`src/rtl/seckey_pkg.sv`:
```
package seckey_pkg;

  localparam int CMD_BITS = 24;
  localparam int DEV_BITS = 13;
  localparam int LFSR_W   = 32;

  localparam logic [7:0] OP_READ  = 8'h62;
  localparam logic [7:0] OP_WRITE = 8'h9D;

  localparam logic [1:0] MODE_NORMAL  = 2'b01;
  localparam logic [1:0] MODE_PROGRAM = 2'b10;

  localparam logic [LFSR_W-1:0] LFSR_TAPS = 32'h8020_0003;

  typedef enum logic [2:0] {
    PH_CMD,
    PH_ID,
    PH_CMP,
    PH_SEC,
    PH_PROG,
    PH_DONE
  } phase_e;

  typedef enum logic [1:0] {
    CMD_BAD,
    CMD_NORM_RD,
    CMD_NORM_WR,
    CMD_PROG
  } cmd_kind_e;

  function automatic cmd_kind_e decode_cmd(input logic [CMD_BITS-1:0] c,
                                           input logic [DEV_BITS-1:0] dev);
    cmd_kind_e res;
    logic is_rd;
    logic is_wr;
    logic frame_ok;
    is_rd    = (c[7:0] == OP_READ);
    is_wr    = (c[7:0] == OP_WRITE);
    frame_ok = c[CMD_BITS-1] && (c[CMD_BITS-2:10] == dev) && (is_rd || is_wr);
    res      = CMD_BAD;
    if (frame_ok) begin
      if (c[9:8] == MODE_NORMAL) begin
        res = is_rd ? CMD_NORM_RD : CMD_NORM_WR;
      end else if (c[9:8] == MODE_PROGRAM && is_wr) begin
        res = CMD_PROG;
      end
    end
    return res;
  endfunction

  function automatic logic [LFSR_W-1:0] lfsr_step(input logic [LFSR_W-1:0] s);
    return s[0] ? ((s >> 1) ^ LFSR_TAPS) : (s >> 1);
  endfunction

endpackage

```
`src/rtl/seckey_sync.sv`:
```
module seckey_sync #(
  parameter int W      = 3,
  parameter int STAGES = 2
) (
  input  logic         clk,
  input  logic         rst_n,
  input  logic [W-1:0] din,
  output logic [W-1:0] q
);
  logic [W-1:0] pipe_q [STAGES];

  genvar s;
  generate
    for (s = 0; s < STAGES; s++) begin : g_stage
      if (s == 0) begin : g_first
        always_ff @(posedge clk or negedge rst_n) begin
          if (!rst_n) pipe_q[0] <= '0;
          else        pipe_q[0] <= din;
        end
      end else begin : g_next
        always_ff @(posedge clk or negedge rst_n) begin
          if (!rst_n) pipe_q[s] <= '0;
          else        pipe_q[s] <= pipe_q[s-1];
        end
      end
    end
  endgenerate

  assign q = pipe_q[STAGES-1];
endmodule

```
`src/rtl/seckey_lfsr.sv`:
```
module seckey_lfsr
  import seckey_pkg::*;
#(
  parameter logic [LFSR_W-1:0] SEED = 32'h1D0F_5EED
) (
  input  logic              clk,
  input  logic              rst_n,
  output logic [LFSR_W-1:0] state
);
  always_ff @(posedge clk or negedge rst_n) begin
    if (!rst_n) state <= (SEED == '0) ? {{(LFSR_W-1){1'b0}}, 1'b1} : SEED;
    else        state <= lfsr_step(state);
  end
endmodule

```
`src/rtl/seckey_store.sv`:
```
module seckey_store #(
  parameter int ID_W   = 64,
  parameter int CODE_W = 64,
  parameter int MEM_W  = 128,
  localparam int ID_AW   = $clog2(ID_W),
  localparam int CODE_AW = $clog2(CODE_W),
  localparam int MEM_AW  = $clog2(MEM_W)
) (
  input  logic               clk,
  input  logic               rst_n,
  input  logic               wbit,
  input  logic               id_we,
  input  logic [ID_AW-1:0]   id_idx,
  input  logic               code_we,
  input  logic [CODE_AW-1:0] code_idx,
  input  logic               mem_we,
  input  logic [MEM_AW-1:0]  mem_idx,
  output logic [ID_W-1:0]    id_q,
  output logic [CODE_W-1:0]  code_q,
  output logic [MEM_W-1:0]   mem_q
);
  always_ff @(posedge clk or negedge rst_n) begin
    if (!rst_n) id_q <= '0;
    else if (id_we) id_q[id_idx] <= wbit;
  end

  always_ff @(posedge clk or negedge rst_n) begin
    if (!rst_n) code_q <= '0;
    else if (code_we) code_q[code_idx] <= wbit;
  end

  always_ff @(posedge clk or negedge rst_n) begin
    if (!rst_n) mem_q <= '0;
    else if (mem_we) mem_q[mem_idx] <= wbit;
  end
endmodule

```
`src/rtl/seckey_slave.sv`:
```
module seckey_slave
  import seckey_pkg::*;
#(
  parameter int                  ID_W        = 64,
  parameter int                  CODE_W      = 64,
  parameter int                  MEM_W       = 128,
  parameter logic [DEV_BITS-1:0] DEV_CODE    = 13'h0155,
  parameter int                  SYNC_STAGES = 2,
  parameter logic [LFSR_W-1:0]   LFSR_SEED   = 32'h1D0F_5EED
) (
  input  logic clk,
  input  logic rst_n,
  input  logic bus_clk_i,
  input  logic bus_en_i,
  input  logic dq_i,
  output logic dq_o,
  output logic dq_oe
);
  localparam int PROG_LEN = ID_W + CODE_W;
  localparam int LONGEST  = (PROG_LEN > MEM_W) ? PROG_LEN : MEM_W;
  localparam int CNT_W    = $clog2(LONGEST) + 1;
  localparam int ID_AW    = $clog2(ID_W);
  localparam int CODE_AW  = $clog2(CODE_W);
  localparam int MEM_AW   = $clog2(MEM_W);

  localparam logic [CNT_W-1:0] LAST_CMD  = CNT_W'(CMD_BITS - 1);
  localparam logic [CNT_W-1:0] LAST_ID   = CNT_W'(ID_W - 1);
  localparam logic [CNT_W-1:0] LAST_CODE = CNT_W'(CODE_W - 1);
  localparam logic [CNT_W-1:0] LAST_MEM  = CNT_W'(MEM_W - 1);
  localparam logic [CNT_W-1:0] LAST_PROG = CNT_W'(PROG_LEN - 1);

  // synchronized bus inputs and bus-clock edges
  logic [2:0] sync_q;
  logic       clk_s;
  logic       en_s;
  logic       dq_s;
  logic       clk_prev_q;
  logic       rise_ev;
  logic       fall_ev;

  seckey_sync #(.W(3), .STAGES(SYNC_STAGES)) u_sync (
    .clk   (clk),
    .rst_n (rst_n),
    .din   ({dq_i, bus_en_i, bus_clk_i}),
    .q     (sync_q)
  );

  assign clk_s = sync_q[0];
  assign en_s  = sync_q[1];
  assign dq_s  = sync_q[2];

  always_ff @(posedge clk or negedge rst_n) begin
    if (!rst_n) clk_prev_q <= 1'b0;
    else        clk_prev_q <= clk_s;
  end

  assign rise_ev = en_s &  clk_s & ~clk_prev_q;
  assign fall_ev = en_s & ~clk_s &  clk_prev_q;

  // transaction state
  phase_e              phase_q;
  logic [CNT_W-1:0]    cnt_q;
  logic [CMD_BITS-1:0] cmd_q;
  logic [CODE_W-1:0]   cmp_q;
  logic                rd_mode_q;
  logic                matched_q;
  logic                drive_q;
  logic                dout_q;

  logic [CMD_BITS-1:0] cmd_next;
  logic [CODE_W-1:0]   cmp_next;
  cmd_kind_e           cmd_kind;

  assign cmd_next = {dq_s, cmd_q[CMD_BITS-1:1]};
  assign cmp_next = {dq_s, cmp_q[CODE_W-1:1]};
  assign cmd_kind = decode_cmd(cmd_next, DEV_CODE);

  // storage and random source
  logic [ID_W-1:0]   id_q;
  logic [CODE_W-1:0] code_q;
  logic [MEM_W-1:0]  mem_q;
  logic [LFSR_W-1:0] lfsr_q;
  logic              id_we;
  logic              code_we;
  logic              mem_we;
  logic [CNT_W-1:0]  code_off;
  logic              id_bit;
  logic              mem_bit;
  logic              rnd_bit;

  assign id_we    = rise_ev && (phase_q == PH_PROG) && (cnt_q <  CNT_W'(ID_W));
  assign code_we  = rise_ev && (phase_q == PH_PROG) && (cnt_q >= CNT_W'(ID_W));
  assign mem_we   = rise_ev && (phase_q == PH_SEC) && !rd_mode_q && matched_q;
  assign code_off = cnt_q - CNT_W'(ID_W);
  assign id_bit   = id_q[cnt_q[ID_AW-1:0]];
  assign mem_bit  = mem_q[cnt_q[MEM_AW-1:0]];
  assign rnd_bit  = lfsr_q[0];

  seckey_store #(.ID_W(ID_W), .CODE_W(CODE_W), .MEM_W(MEM_W)) u_store (
    .clk      (clk),
    .rst_n    (rst_n),
    .wbit     (dq_s),
    .id_we    (id_we),
    .id_idx   (cnt_q[ID_AW-1:0]),
    .code_we  (code_we),
    .code_idx (code_off[CODE_AW-1:0]),
    .mem_we   (mem_we),
    .mem_idx  (cnt_q[MEM_AW-1:0]),
    .id_q     (id_q),
    .code_q   (code_q),
    .mem_q    (mem_q)
  );

  seckey_lfsr #(.SEED(LFSR_SEED)) u_lfsr (
    .clk   (clk),
    .rst_n (rst_n),
    .state (lfsr_q)
  );

  // phase sequencing
  always_ff @(posedge clk or negedge rst_n) begin
    if (!rst_n) begin
      phase_q   <= PH_CMD;
      cnt_q     <= '0;
      cmd_q     <= '0;
      cmp_q     <= '0;
      rd_mode_q <= 1'b0;
      matched_q <= 1'b0;
      drive_q   <= 1'b0;
      dout_q    <= 1'b0;
    end else if (!en_s) begin
      phase_q   <= PH_CMD;
      cnt_q     <= '0;
      rd_mode_q <= 1'b0;
      matched_q <= 1'b0;
      drive_q   <= 1'b0;
    end else if (rise_ev) begin
      drive_q <= 1'b0;
      unique case (phase_q)
        PH_CMD: begin
          cmd_q <= cmd_next;
          if (cnt_q == LAST_CMD) begin
            cnt_q     <= '0;
            rd_mode_q <= (cmd_kind == CMD_NORM_RD);
            unique case (cmd_kind)
              CMD_NORM_RD, CMD_NORM_WR: phase_q <= PH_ID;
              CMD_PROG:                 phase_q <= PH_PROG;
              default:                  phase_q <= PH_DONE;
            endcase
          end else begin
            cnt_q <= cnt_q + CNT_W'(1);
          end
        end
        PH_ID: begin
          if (cnt_q == LAST_ID) begin
            cnt_q   <= '0;
            phase_q <= PH_CMP;
          end else begin
            cnt_q <= cnt_q + CNT_W'(1);
          end
        end
        PH_CMP: begin
          cmp_q <= cmp_next;
          if (cnt_q == LAST_CODE) begin
            cnt_q     <= '0;
            matched_q <= (cmp_next == code_q);
            phase_q   <= PH_SEC;
          end else begin
            cnt_q <= cnt_q + CNT_W'(1);
          end
        end
        PH_SEC: begin
          if (cnt_q == LAST_MEM) phase_q <= PH_DONE;
          else                   cnt_q   <= cnt_q + CNT_W'(1);
        end
        PH_PROG: begin
          if (cnt_q == LAST_PROG) phase_q <= PH_DONE;
          else                    cnt_q   <= cnt_q + CNT_W'(1);
        end
        default: ;
      endcase
    end else if (fall_ev) begin
      if (phase_q == PH_ID) begin
        drive_q <= 1'b1;
        dout_q  <= id_bit;
      end else if (phase_q == PH_SEC && rd_mode_q) begin
        drive_q <= 1'b1;
        dout_q  <= matched_q ? mem_bit : rnd_bit;
      end
    end
  end

  assign dq_o  = dout_q;
  assign dq_oe = drive_q & bus_en_i;
endmodule

```
`config.mk`:
```
export PLATFORM = sky130hd
export DESIGN_NAME = seckey_slave
export DESIGN_NICKNAME = d
export VERILOG_FILES = /design/src/rtl/seckey_pkg.sv /design/src/rtl/seckey_sync.sv /design/src/rtl/seckey_lfsr.sv /design/src/rtl/seckey_store.sv /design/src/rtl/seckey_slave.sv
export SDC_FILE = /design/constraint.sdc
export NUM_CORES = 1
export LEC_CHECK = 0
export ABC_AREA = 0
export BUFFER_PORTS_ARGS = -buffer_cell sky130_fd_sc_hd__buf_2
export CAP_MARGIN = 20
export CELL_PAD_IN_SITES_DETAIL_PLACEMENT = 0
export CELL_PAD_IN_SITES_GLOBAL_PLACEMENT = 2
export CORE_ASPECT_RATIO = 0.5
export CORE_MARGIN = 2
export CORE_UTILIZATION = 49
export DETAILED_ROUTE_END_ITERATION = 6
export HOLD_SLACK_MARGIN = 0.12
export PLACE_DENSITY_LB_ADDON = 0.05
export SLEW_MARGIN = 25
export SYNTH_ARGS = -nofsm -noshare
export SYNTH_HDL_FRONTEND = slang
export SYNTH_HIERARCHICAL = 1
export SYNTH_SLANG_ARGS = --single-unit
```
`constraint.sdc`:
```
create_clock -name clk -period 7.8 [get_ports clk]
set_clock_uncertainty 0.1 [all_clocks]
set_input_delay 0.78 -clock clk [delete_from_list [all_inputs] [get_ports clk]]
set_output_delay 0.78 -clock clk [all_outputs]
set_load 0.02 [all_outputs]
```
* Yosys cells after proc, flatten, opt, wreduce, memory -nomap -nowiden
Cells that the tools add are included.
Word-level totals: register bits 398, bits in latches 0, RAM bits 0, bits in read-only memories 0, output and inout bits 2, memories kept 0
Operators by class: add/sub/neg operators 2, multipliers 0, div/mod/pow operators 0, $lt $le $gt $ge 8, equal/unequal tests 30, shift-type cells 0, mux-type cells 48, bitwise logic cells 9, reductions and logical operators 28
Operator list (number):
- $bwmux 128 | 1
- $bwmux 64 | 2
- $eq 64x64->1 | 1
- $mux 8 | 5
- $mux 32 | 1
- $pmux 8 s3 | 1
- $mux 1 | 21
- $mux 3 | 6
- $ne 3x3->1 const B | 6
- $eq 8x7->1 const B | 2
- $reduce_and 3->1 | 5
- $lt 6x7->1 const B | 2
- $eq 13x9->1 const B | 1
- $logic_and 1x1->1 | 13
- $demux 1 s6 | 2
- $ge 6x1->1 const B | 2
- $pmux 3 s4 | 1
- $ne 2x2->1 const B | 5
- $add 8x1->8 const B | 1
- $eq 8x5->1 const B | 1
- $eq 8x6->1 const B | 1
- $eq 8x8->1 const B | 1
- $ge 8x7->1 const B | 1
- $lt 7x8->1 const B | 1
- 26 further kinds | 42

* Depth between registers and ports, before layout
Gate-level depths: netlist of run 1.
depth after elaboration 12, gate-level depth with buffers 11, depth with buffers taken out 10

* Cells and area by module
Netlist of run 1, hierarchy kept.
Modules (own cells, without submodules):
- seckey_store | times used 1, cells an instance 956, area an instance 11496.0 µm², sequential area each 6406.1 µm²
- seckey_slave | times used 1, cells an instance 557, area an instance 6764.0 µm², sequential area each 2552.4 µm²
- seckey_lfsr | times used 1, cells an instance 35, area an instance 850.8 µm², sequential area each 824.5 µm²
- seckey_sync | times used 1, cells an instance 9, area an instance 172.7 µm², sequential area each 150.1 µm²

* Least setup slack after synthesis of run 1
OpenSTA, ideal clock, no wires.
path type register to register, start point reg cnt_q[0], end point reg dout_q, in the netlist dq_o, arrival time 2323 ps, required time 7578 ps, path slack 5256 ps, stages on the path, launching flop included 9, buffers on the path 3, period minus slack after synthesis 2544 ps, path through dfrtp_1 > buf_6 > buf_4 > buf_4 > mux4_2 > o211ai_1 > o2111ai_1 > a211o_1 > a32o_1
On the way: longest elaborated chain between the ends 5
RTL lines:
- start, declared | RTL line seckey_slave.sv:62 | logic [CNT_W-1:0] cnt_q;
- start signal, assigned | RTL line seckey_slave.sv:151 | cnt_q <= cnt_q + CNT_W'(1);
- start signal, assigned | RTL line seckey_slave.sv:159 | cnt_q <= cnt_q + CNT_W'(1);
- start signal, assigned | RTL line seckey_slave.sv:169 | cnt_q <= cnt_q + CNT_W'(1);
- $bmux 1 s7 | RTL line seckey_slave.sv:96 | assign mem_bit = mem_q[cnt_q[MEM_AW-1:0]];
- $mux 1 (not written as such) | RTL line seckey_slave.sv:96
- $mux 1 | RTL line seckey_slave.sv:188 | dout_q <= matched_q ? mem_bit : rnd_bit;
- $mux 1 | RTL line seckey_slave.sv:186 | end else if (phase_q == PH_SEC && rd_mode_q) begin
- $mux 1 (*) | RTL line seckey_slave.sv:183 | if (phase_q == PH_ID) begin
- end signal, assigned | RTL line seckey_slave.sv:185 | dout_q <= id_bit;
- end signal, assigned | RTL line seckey_slave.sv:188
- end, declared | RTL line seckey_slave.sv:68 | logic dout_q;
Every way passes the cells marked *; elsewhere a longest branch is shown, timed or not. The select of a mux whose other input is x is not followed. A chain may end at the register's enable or synchronous reset.

* Final worst setup path of run 1
start point reg u_sync.pipe_q, in the netlist u_sync/q[1], end point reg u_store.id_q[0]
On the way: longest elaborated chain between the ends 4
RTL lines:
- start, declared | RTL line seckey_sync.sv:10 | logic [W-1:0] pipe_q [STAGES];
- start signal, assigned by index | RTL line seckey_sync.sv:23 | else pipe_q[s] <= pipe_q[s-1];
- $and 1x1->1 (2 in a row) | RTL line seckey_slave.sv:57 | assign rise_ev = en_s & clk_s & ~clk_prev_q;
- $logic_and 1x1->1 (2 in a row) | RTL line seckey_slave.sv:91 | assign id_we = rise_ev && (phase_q == PH_PROG) && (cnt_q < CNT_W'(ID_W));
- named net id_we | RTL line seckey_slave.sv:83 | logic id_we;
- end signal, assigned by index | RTL line seckey_store.sv:24 | else if (id_we) id_q[id_idx] <= wbit;
- end, declared | RTL line seckey_store.sv:18 | output logic [ID_W-1:0] id_q,
The timed path passes the listed nets, and every way through them passes these cells.

==> flow_summary.toml, run 1 <==
[timing]
fin_crit_sh = 0.4862
setup_viol_count_final = 0
rsz0062_at_grt = "false"
slew_viol_final = 0
final_hold_viol_count = 0
worst_slack_ps = 4008
fmax_mhz = 263.7
finalSetupTns_ps = 0
worst_slew_margin_rel = 0.2876
whs_ps = 180.6
period_minus_slack_ps = 3792
tightestPinTransition_ps = 1066

[route]
dr_total_vias = 12010
drc = 0
dr.pass1.iters = 5
wl_met2_mm = 21.06
routed.top_layer = "met4"
drt_iter0_drc = 738
wl_met3_mm = 1.735
wl_mm = 45.40
met1_length_mm = 21.84
wire_per_inst_um = 22.03
ant_nets = 0
vias_per_cell = 5.829

[power]
combPwrFrac = 0.044
ir_worst_vdd_uv = 142.3
power_density_mw_per_mm2 = 210.4
leakage_nw = 9.601
p_sw_w = 0.0009965
swShare = 0.2243
seqPwrFrac = 0.478
p_int_w = 0.003446
p_clk_frac = 0.478
p_total_w = 0.004442

[status]
outcome = "complete, no violations"

[finish]
area.growth.synth_to_final_pct = 9.506
fillers = 3251
drive_gt1_frac = 0.3298
layout_common_cells = "dfrtp_1, mux2_2, nand2_1"
nNetsFinal = 1509
layout_commonest_cell = "dfrtp_1"
antennaDiodeCount = 0

[setup_path]
required_ps = 8130
critPathArrivalTime_ps = 4120
cp-end-kind = "register"
cp_max_fo = 23
ff2ff_setup_slack_ps = 4010
path_class = "reg -> reg"
start_kind = "register"

[placed_design]
io_buffers = 6
place_ws_ps = 3996
dp_hpwl_mm = 27.56
gp_congestion = 0.7687

[synth]
syn_area_sq_mm = 0.01928
seq_area_frac_synth = 0.5151
synth_edf_count = 0
ys.flop_type = "dfrtp_1"
netlist_instances = 1557
ys_async_sr_fraction = 1.000
synth.distinct_cells = 75
synth_seq_cells = 396
syn_avg_cell_area_sq_um = 12.39
ys_warn_count = 6
syn_nets = 1565

[grt]
antenna_found_initial = 0
grt_pass1_vias = 12200
grt_usage = 0.2273
grt.overflow.total = 0
grt_pass1_wl_mm = 72.47
grt_max_degree = 208

[floorplanning]
design.core.area_sq_mm = 0.03886
fp-row-count = 51
dieHeight_um = 144.3
die_area_sq_mm = 0.04105
die_w_um = 284.6
ios = 7
initial_utilization = 0.4962

[clock_network]
htree_levels = 2
cts_root_buf = "clkbuf_16"
cts-resized-gates = 0
cts.reportedPaths.clkPinSlew_ps = 70
post_cts_buffers = 0
cts_made_buffers = 38
cts_hold_buf = 0
insertion_delay_ps = 560
cts_buffer_depth = 3
cts_tree = "built"
numClockSinks = 396

[worst_hold_path]
min_path_type = "in -> async"

[flow_run]
drv_cap = 0
-- cells in the mapped netlist, types with 4 or more instances --
master | instances | area (sq um)
nand4b_1 | 14 | 122.6
a21oi_1 | 9 | 45.04
buf_4 | 11 | 82.58
xor2_1 | 9 | 78.83
and2_1 | 4 | 25.02
buf_2 | 40 | 200.2
and3_1 | 7 | 43.79
and4b_1 | 11 | 110.1
nand4_1 | 20 | 125.1
nor2b_1 | 9 | 56.30
o22ai_1 | 4 | 25.02
nand2_1 | 228 | 855.8
dfrtp_1 | 377 | 9434
mux2i_1 | 16 | 160.2
mux2_1 | 4 | 45.04
nor4bb_1 | 15 | 150.1
inv_1 | 16 | 60.06
nor4_1 | 7 | 43.79
nand3b_1 | 5 | 37.54
o21ai_0 | 33 | 165.2
a22oi_1 | 4 | 30.03
clkbuf_1 | 68 | 255.2
nor2_1 | 50 | 187.7
nand2b_1 | 13 | 81.33
mux4_1 | 7 | 183.9
dfstp_2 | 19 | 499.2
mux4_2 | 42 | 945.9
nor3_1 | 23 | 115.1
and3b_1 | 7 | 61.31
nand3_1 | 35 | 175.2
nor4b_4 | 4 | 95.09
nor3b_2 | 6 | 75.07
mux2_2 | 315 | 3547
a22o_1 | 6 | 52.55
xnor2_1 | 53 | 464.2
-- path summary, 6_finish.rpt --
check                                                 from                             to  depth (start not counted)
worst max-delay path                 u_sync/q[1]$_DFF_PN0_    u_store/id_q[0]$_DFFE_PN0P_                          8
worst max register to register       u_sync/q[1]$_DFF_PN0_    u_store/id_q[0]$_DFFE_PN0P_                          8
min in group clk                                 bus_clk_i     u_sync/pipe_q[3]$_DFF_PN0_                          1
worst min register to register  u_lfsr/state[31]$_DFF_PN0_     u_lfsr/state[30]$_DFF_PN0_                          0
worst min-delay path                                 rst_n      u_lfsr/state[4]$_DFF_PN0_                          1
max in group asynchronous                            rst_n  u_store/mem_q[76]$_DFFE_PN0P_                          3
-- critical path, stage by stage, from the launching register on --
cell and delay [ps]:
dfrtp_1 320, buf_4 230, nand2_1 70, nor2_1 550, nand3_1 230, nor2_1 720, nor4b_2 990, nand2_1 130
mux2_2 330
-- logic make-up (layout without fill, tap and decap cells) --
kind of cell / count (synthesis) / in the layout / share of synthesized area
fa+ha+maj: 3 / 3 / 0.001947
mux: 384 / 384 / 0.2532
xor+xnor: 62 / 62 / 0.02816
buf+inv: 140 / 114 / 0.03367
flops: 396 / 396 / 0.5151
compound gates: 90 / 90 / 0.03218
simple gates: 482 / 482 / 0.1357
-- final cells by class --
class                           count  area [sq um]  share of cell area
Inverter                           16         60.06            0.002844
Clock inverter                     20         385.4             0.01825
Timing Repair Buffer               28         250.2             0.01185
Tap cell                          530         663.1             0.03140
Sequential cell                   396          9950              0.4712
Clock buffer                       50          1056             0.05001
Multi-Input combinational cell   1021          8752              0.4145
-- per-layer routing --
metal	vias up	GRT usage
met4	0	0.04903
met5	-	0
li1	5442	-
met3	58	0.03675
met1	6324	0.3296
met2	189	0.3633
-- stage by stage --
| step | cells | area (sq um) | utilization |
|---|---|---|---|
| after floorplan | 1557 | 19280 | - |
| after global placement | 1990 | 19600 | 0.5044 |
| after detailed placement | 1990 | 19630 | 0.5051 |
| after CTS | 2060 | 21070 | 0.5422 |
| after global routing | 2061 | 21120 | 0.5434 |
| final | 2061 | 21120 | 0.5434 |
-- power groups by stage --
stage          Sequential, W  Clock [W]  Combinational, W
2_1_floorplan        0.00213          0          0.000146
3_3_place_gp         0.00216          0          0.000190
3_5_place_dp         0.00216          0          0.000197
4_1_cts              0.00212    0.00218          0.000197
5_1_grt              0.00213    0.00227          0.000214
6_report             0.00212    0.00213          0.000193
-- registers in the layout, indices dropped and copies added, names as in the netlist, 3 cells and up --
name	cells
u_lfsr/state	32
cnt_q	8
u_store/id_q	64
phase_q	3
cmp_q	63
u_sync/q	3
cmd_q	23
u_store/mem_q	128
u_store/code_q	64
u_sync/pipe_q	3
Power figures use the tool's default switching activity.
==> run 2, diff against run 1 <==
--- a/config.mk
+++ b/config.mk
@@ -5,14 +5,14 @@
 export SDC_FILE = /design/constraint.sdc
 export NUM_CORES = 1
 export LEC_CHECK = 0
-export ABC_AREA = 0
+export ABC_AREA = 1
 export BUFFER_PORTS_ARGS = -buffer_cell sky130_fd_sc_hd__buf_2
 export CAP_MARGIN = 20
 export CELL_PAD_IN_SITES_DETAIL_PLACEMENT = 0
 export CELL_PAD_IN_SITES_GLOBAL_PLACEMENT = 2
 export CORE_ASPECT_RATIO = 0.5
 export CORE_MARGIN = 2
-export CORE_UTILIZATION = 49
+export CORE_UTILIZATION = 35
 export DETAILED_ROUTE_END_ITERATION = 6
 export HOLD_SLACK_MARGIN = 0.12
 export PLACE_DENSITY_LB_ADDON = 0.05
==> constraint.sdc (replaced) <==
create_clock -name clk -period 3.2 [get_ports clk]
set_clock_uncertainty 0.1 [all_clocks]
set_input_delay 0.32 -clock clk [delete_from_list [all_inputs] [get_ports clk]]
set_output_delay 0.32 -clock clk [all_outputs]
set_load 0.02 [all_outputs]
==> run 2 against run 1 <==
Worst setup slack got worse by 3400 ps. Core utilization fell by 14 points. Die area rose by 41%. Clock power rose by 140%. Critical endpoint is now dq_o$_DFFE_PN0P_.
==> flow_summary.toml, run 2 <==
[status]
outcome = "complete, no violations"

[grt]
grt_pass1_vias = 16240
grt.overflow.total = 0
grt_max_degree = 77
top_usage_layer = "met2"
antenna_found_initial = 0
grt_pass1_wl_mm = 102.1
grt_use_met1 = 0.3277
grt_usage = 0.2286
grt_use_met3 = 0.03389
grt_use_met2 = 0.3703

[synth]
netlist_instances = 2558
synth_edf_count = 0
synth_top_area_cell = "dfrtp_1"
ys.flop_type = "dfrtp_1"
syn_nets = 2566
ys_warn_count = 6
syn_avg_cell_area_sq_um = 7.637
synth_top_area_frac = 0.4829
yosys-top-cells-count = "nand2_1, dfrtp_1, o21ai_0"
synth.most_common_cell = "nand2_1"
syn_area_sq_mm = 0.01953
seq_area_frac_synth = 0.5085
synth_seq_cells = 396
ys_async_sr_fraction = 1.000
synth_area_leaders = "dfrtp_1, nand2_1, o21ai_0"
synth.distinct_cells = 43

[setup_path]
required_ps = 3620
path_class = "reg -> reg"
ff2ff_setup_slack_ps = 630
cp_max_fo = 30
slowest_delay_ps = 720
critPathSlowestCell = "dfrtp_2"
crit_buf_inv = 1
critPathTopFamily = "simple AND/OR/NAND/NOR gates"
reg2reg_to = "dq_o$_DFFE_PN0P_"
cp-end-kind = "register"
critPathArrivalTime_ps = 2990
crit_chain = "buf_4 -> nand3_1 -> nand3_1 -> nand3_1 -> a21oi_1 -> nor2_1 -> nand2_1 -> nand3_1 -> nand2_1 -> nand2_1 -> nand2_1"
cp-startpoint = "cnt_q[1]$_DFFE_PN0P_"
r2r_start = "cnt_q[1]$_DFFE_PN0P_"
start_kind = "register"
ff2ff_path_depth = 11

[power]
combPwrFrac = 0.233
p_clk_frac = 0.365
p_sw_w = 0.004813
p_int_w = 0.008942
ir_worst_vdd_uv = 336.8
leakage_nw = 10.42
seqPwrFrac = 0.402
power_density_mw_per_mm2 = 621.8
swShare = 0.3499

[flow_run]
drv_cap = 0

[floorplanning]
die_w_um = 338.1
dieHeight_um = 171.1
design.core.area_sq_mm = 0.05533
fp-row-count = 61
ios = 7
die_area_sq_mm = 0.05784
initial_utilization = 0.3530

[finish]
top_register = "u_store/mem_q"
fin_area_sq_mm = 0.02212
area.growth.synth_to_final_pct = 13.25
nNetsFinal = 2577
layout_common_cells = "nand2_1, dfrtp_1, o21ai_0"
drive_gt1_frac = 0.09042
largest_reg_flops = 128
multi_input_comb_area_sq_mm = 0.008202
layout_commonest_cell = "nand2_1"
top_regs = "u_store/mem_q: 128 flops, u_store/code_q: 64 flops, u_store/id_q: 64 flops"
antennaDiodeCount = 0
fillers = 5748
regArea_sq_mm = 0.009942

[route]
drt_iter0_drc = 1391
dr.pass1.iters = 5
vias_per_cell = 4.996
wl_mm = 65.41
ant_nets = 0
dr_total_vias = 16760
drc = 0
wire_per_inst_um = 19.50

[timing]
period_minus_slack_ps = 2574
tightestPinTransition_ps = 967.4
slew_viol_final = 0
worst_slew_margin_rel = 0.3527
final_hold_viol_count = 0
whs_ps = 219.1
rsz0062_at_grt = "false"
finalSetupTns_ps = 0
setup_viol_count_final = 0
fin_crit_sh = 0.8045
fmax_mhz = 388.5

[clock_network]
insertion_delay_ps = 580
cts_made_buffers = 41
cts_root_buf = "clkbuf_16"
htree_levels = 2
cts_tree = "built"
cts.reportedPaths.clkPinSlew_ps = 70
cts_buffer_depth = 3
numClockSinks = 396

[placed_design]
io_buffers = 6
dp_hpwl_mm = 42.72
dpl_cell_area_sq_mm = 0.02071
gp_congestion = 0.8090

[worst_hold_path]
min_path_type = "in -> async"
-- run 2: changes by cell type after synthesis, sizes merged, moves of 48 or more --
cell | before | now
mux2 | 319 | 1
nand3 | 35 | 220
nor2 | 50 | 152
xnor2 | 53 | 5
nand2 | 228 | 958
mux4 | 49 | 0
inv | 16 | 204
o21ai | 34 | 287
-- run 2: what timing repair did --
item	CTS	global route
resized for setup	0	0
hold endpoints to repair	210	0
hold buffers	4	0
buffers inserted	0	0
-- run 2: worst register-to-register path, stage by stage, from the launching register on --
cell and delay [ps]:
dfrtp_2 720, buf_4 480, nand3_1 220, nand3_1 120
nand3_1 100, a21oi_1 330, nor2_1 90, nand2_1 80
nand3_1 90, nand2_1 80, nand2_1 50, nand2_1 50
-- run 2: final cells by class --
| cell class | count | area share |
|---|---|---|
| Tap cell | 756 | 0.04276 |
| Clock inverter | 15 | 0.005769 |
| Timing Repair Buffer | 97 | 0.03936 |
| Sequential cell | 396 | 0.4494 |
| Inverter | 209 | 0.03569 |
| Multi-Input combinational cell | 1824 | 0.3707 |
| Clock buffer | 58 | 0.05627 |
-- run 2: worst max path at each step --
stage	end	slack (ps)	cells past startpoint
6_report	dq_o$_DFFE_PN0P_	630	11
4_1_cts	dq_o$_DFFE_PN0P_	640	11
3_5_place_dp	u_store/mem_q[31]$_DFFE_PN0P_	670	7
5_1_grt	matched_q$_DFFE_PN0P_	450	11
3_3_place_gp	dq_o$_DFFE_PN0P_	660	14
2_1_floorplan	u_store/code_q[46]$_DFFE_PN0P_	1030	10
-- run 2: logic make-up after synthesis --
kind of cell             synth area share
multiplexers                    0.0005764
buffers and inverters             0.07244
AO/OA/AOI/OAI                     0.09806
flip-flops                         0.5085
XOR/XNOR                          0.01121
AND/OR/NAND/NOR                    0.3073
adder cells (fa/ha/maj)          0.001922
-- run 2: power groups by stage --
stage / Sequential, W / Clock (W) / Combinational (W)
4_1_cts: 0.00554 / 0.00517 / 0.00325
3_3_place_gp: 0.00563 / 0 / 0.00326
2_1_floorplan: 0.00551 / 0 / 0.00207
6_report: 0.00553 / 0.00501 / 0.00321
3_5_place_dp: 0.00563 / 0 / 0.00323
5_1_grt: 0.00557 / 0.00539 / 0.00358
-- run 2: metal layers --
metal  routed length (um)  vias up
met2                29430      341
met4                  863        0
li1                     -     8276
met5                    0        -
met1                32130     8083
met3                 2990       62
-- run 2: through the flow --
step           total power (W)  worst slack [ps]    util  cells
2_1_floorplan         0.007576              1035       -   2558
3_3_place_gp          0.008892             663.5  0.3742   3278
3_5_place_dp          0.008857             669.7  0.3743   3278
4_1_cts                0.01395             643.9  0.3998   3355
5_1_grt                0.01453             451.3  0.3998   3355
6_report               0.01376             625.7  0.3998   3355
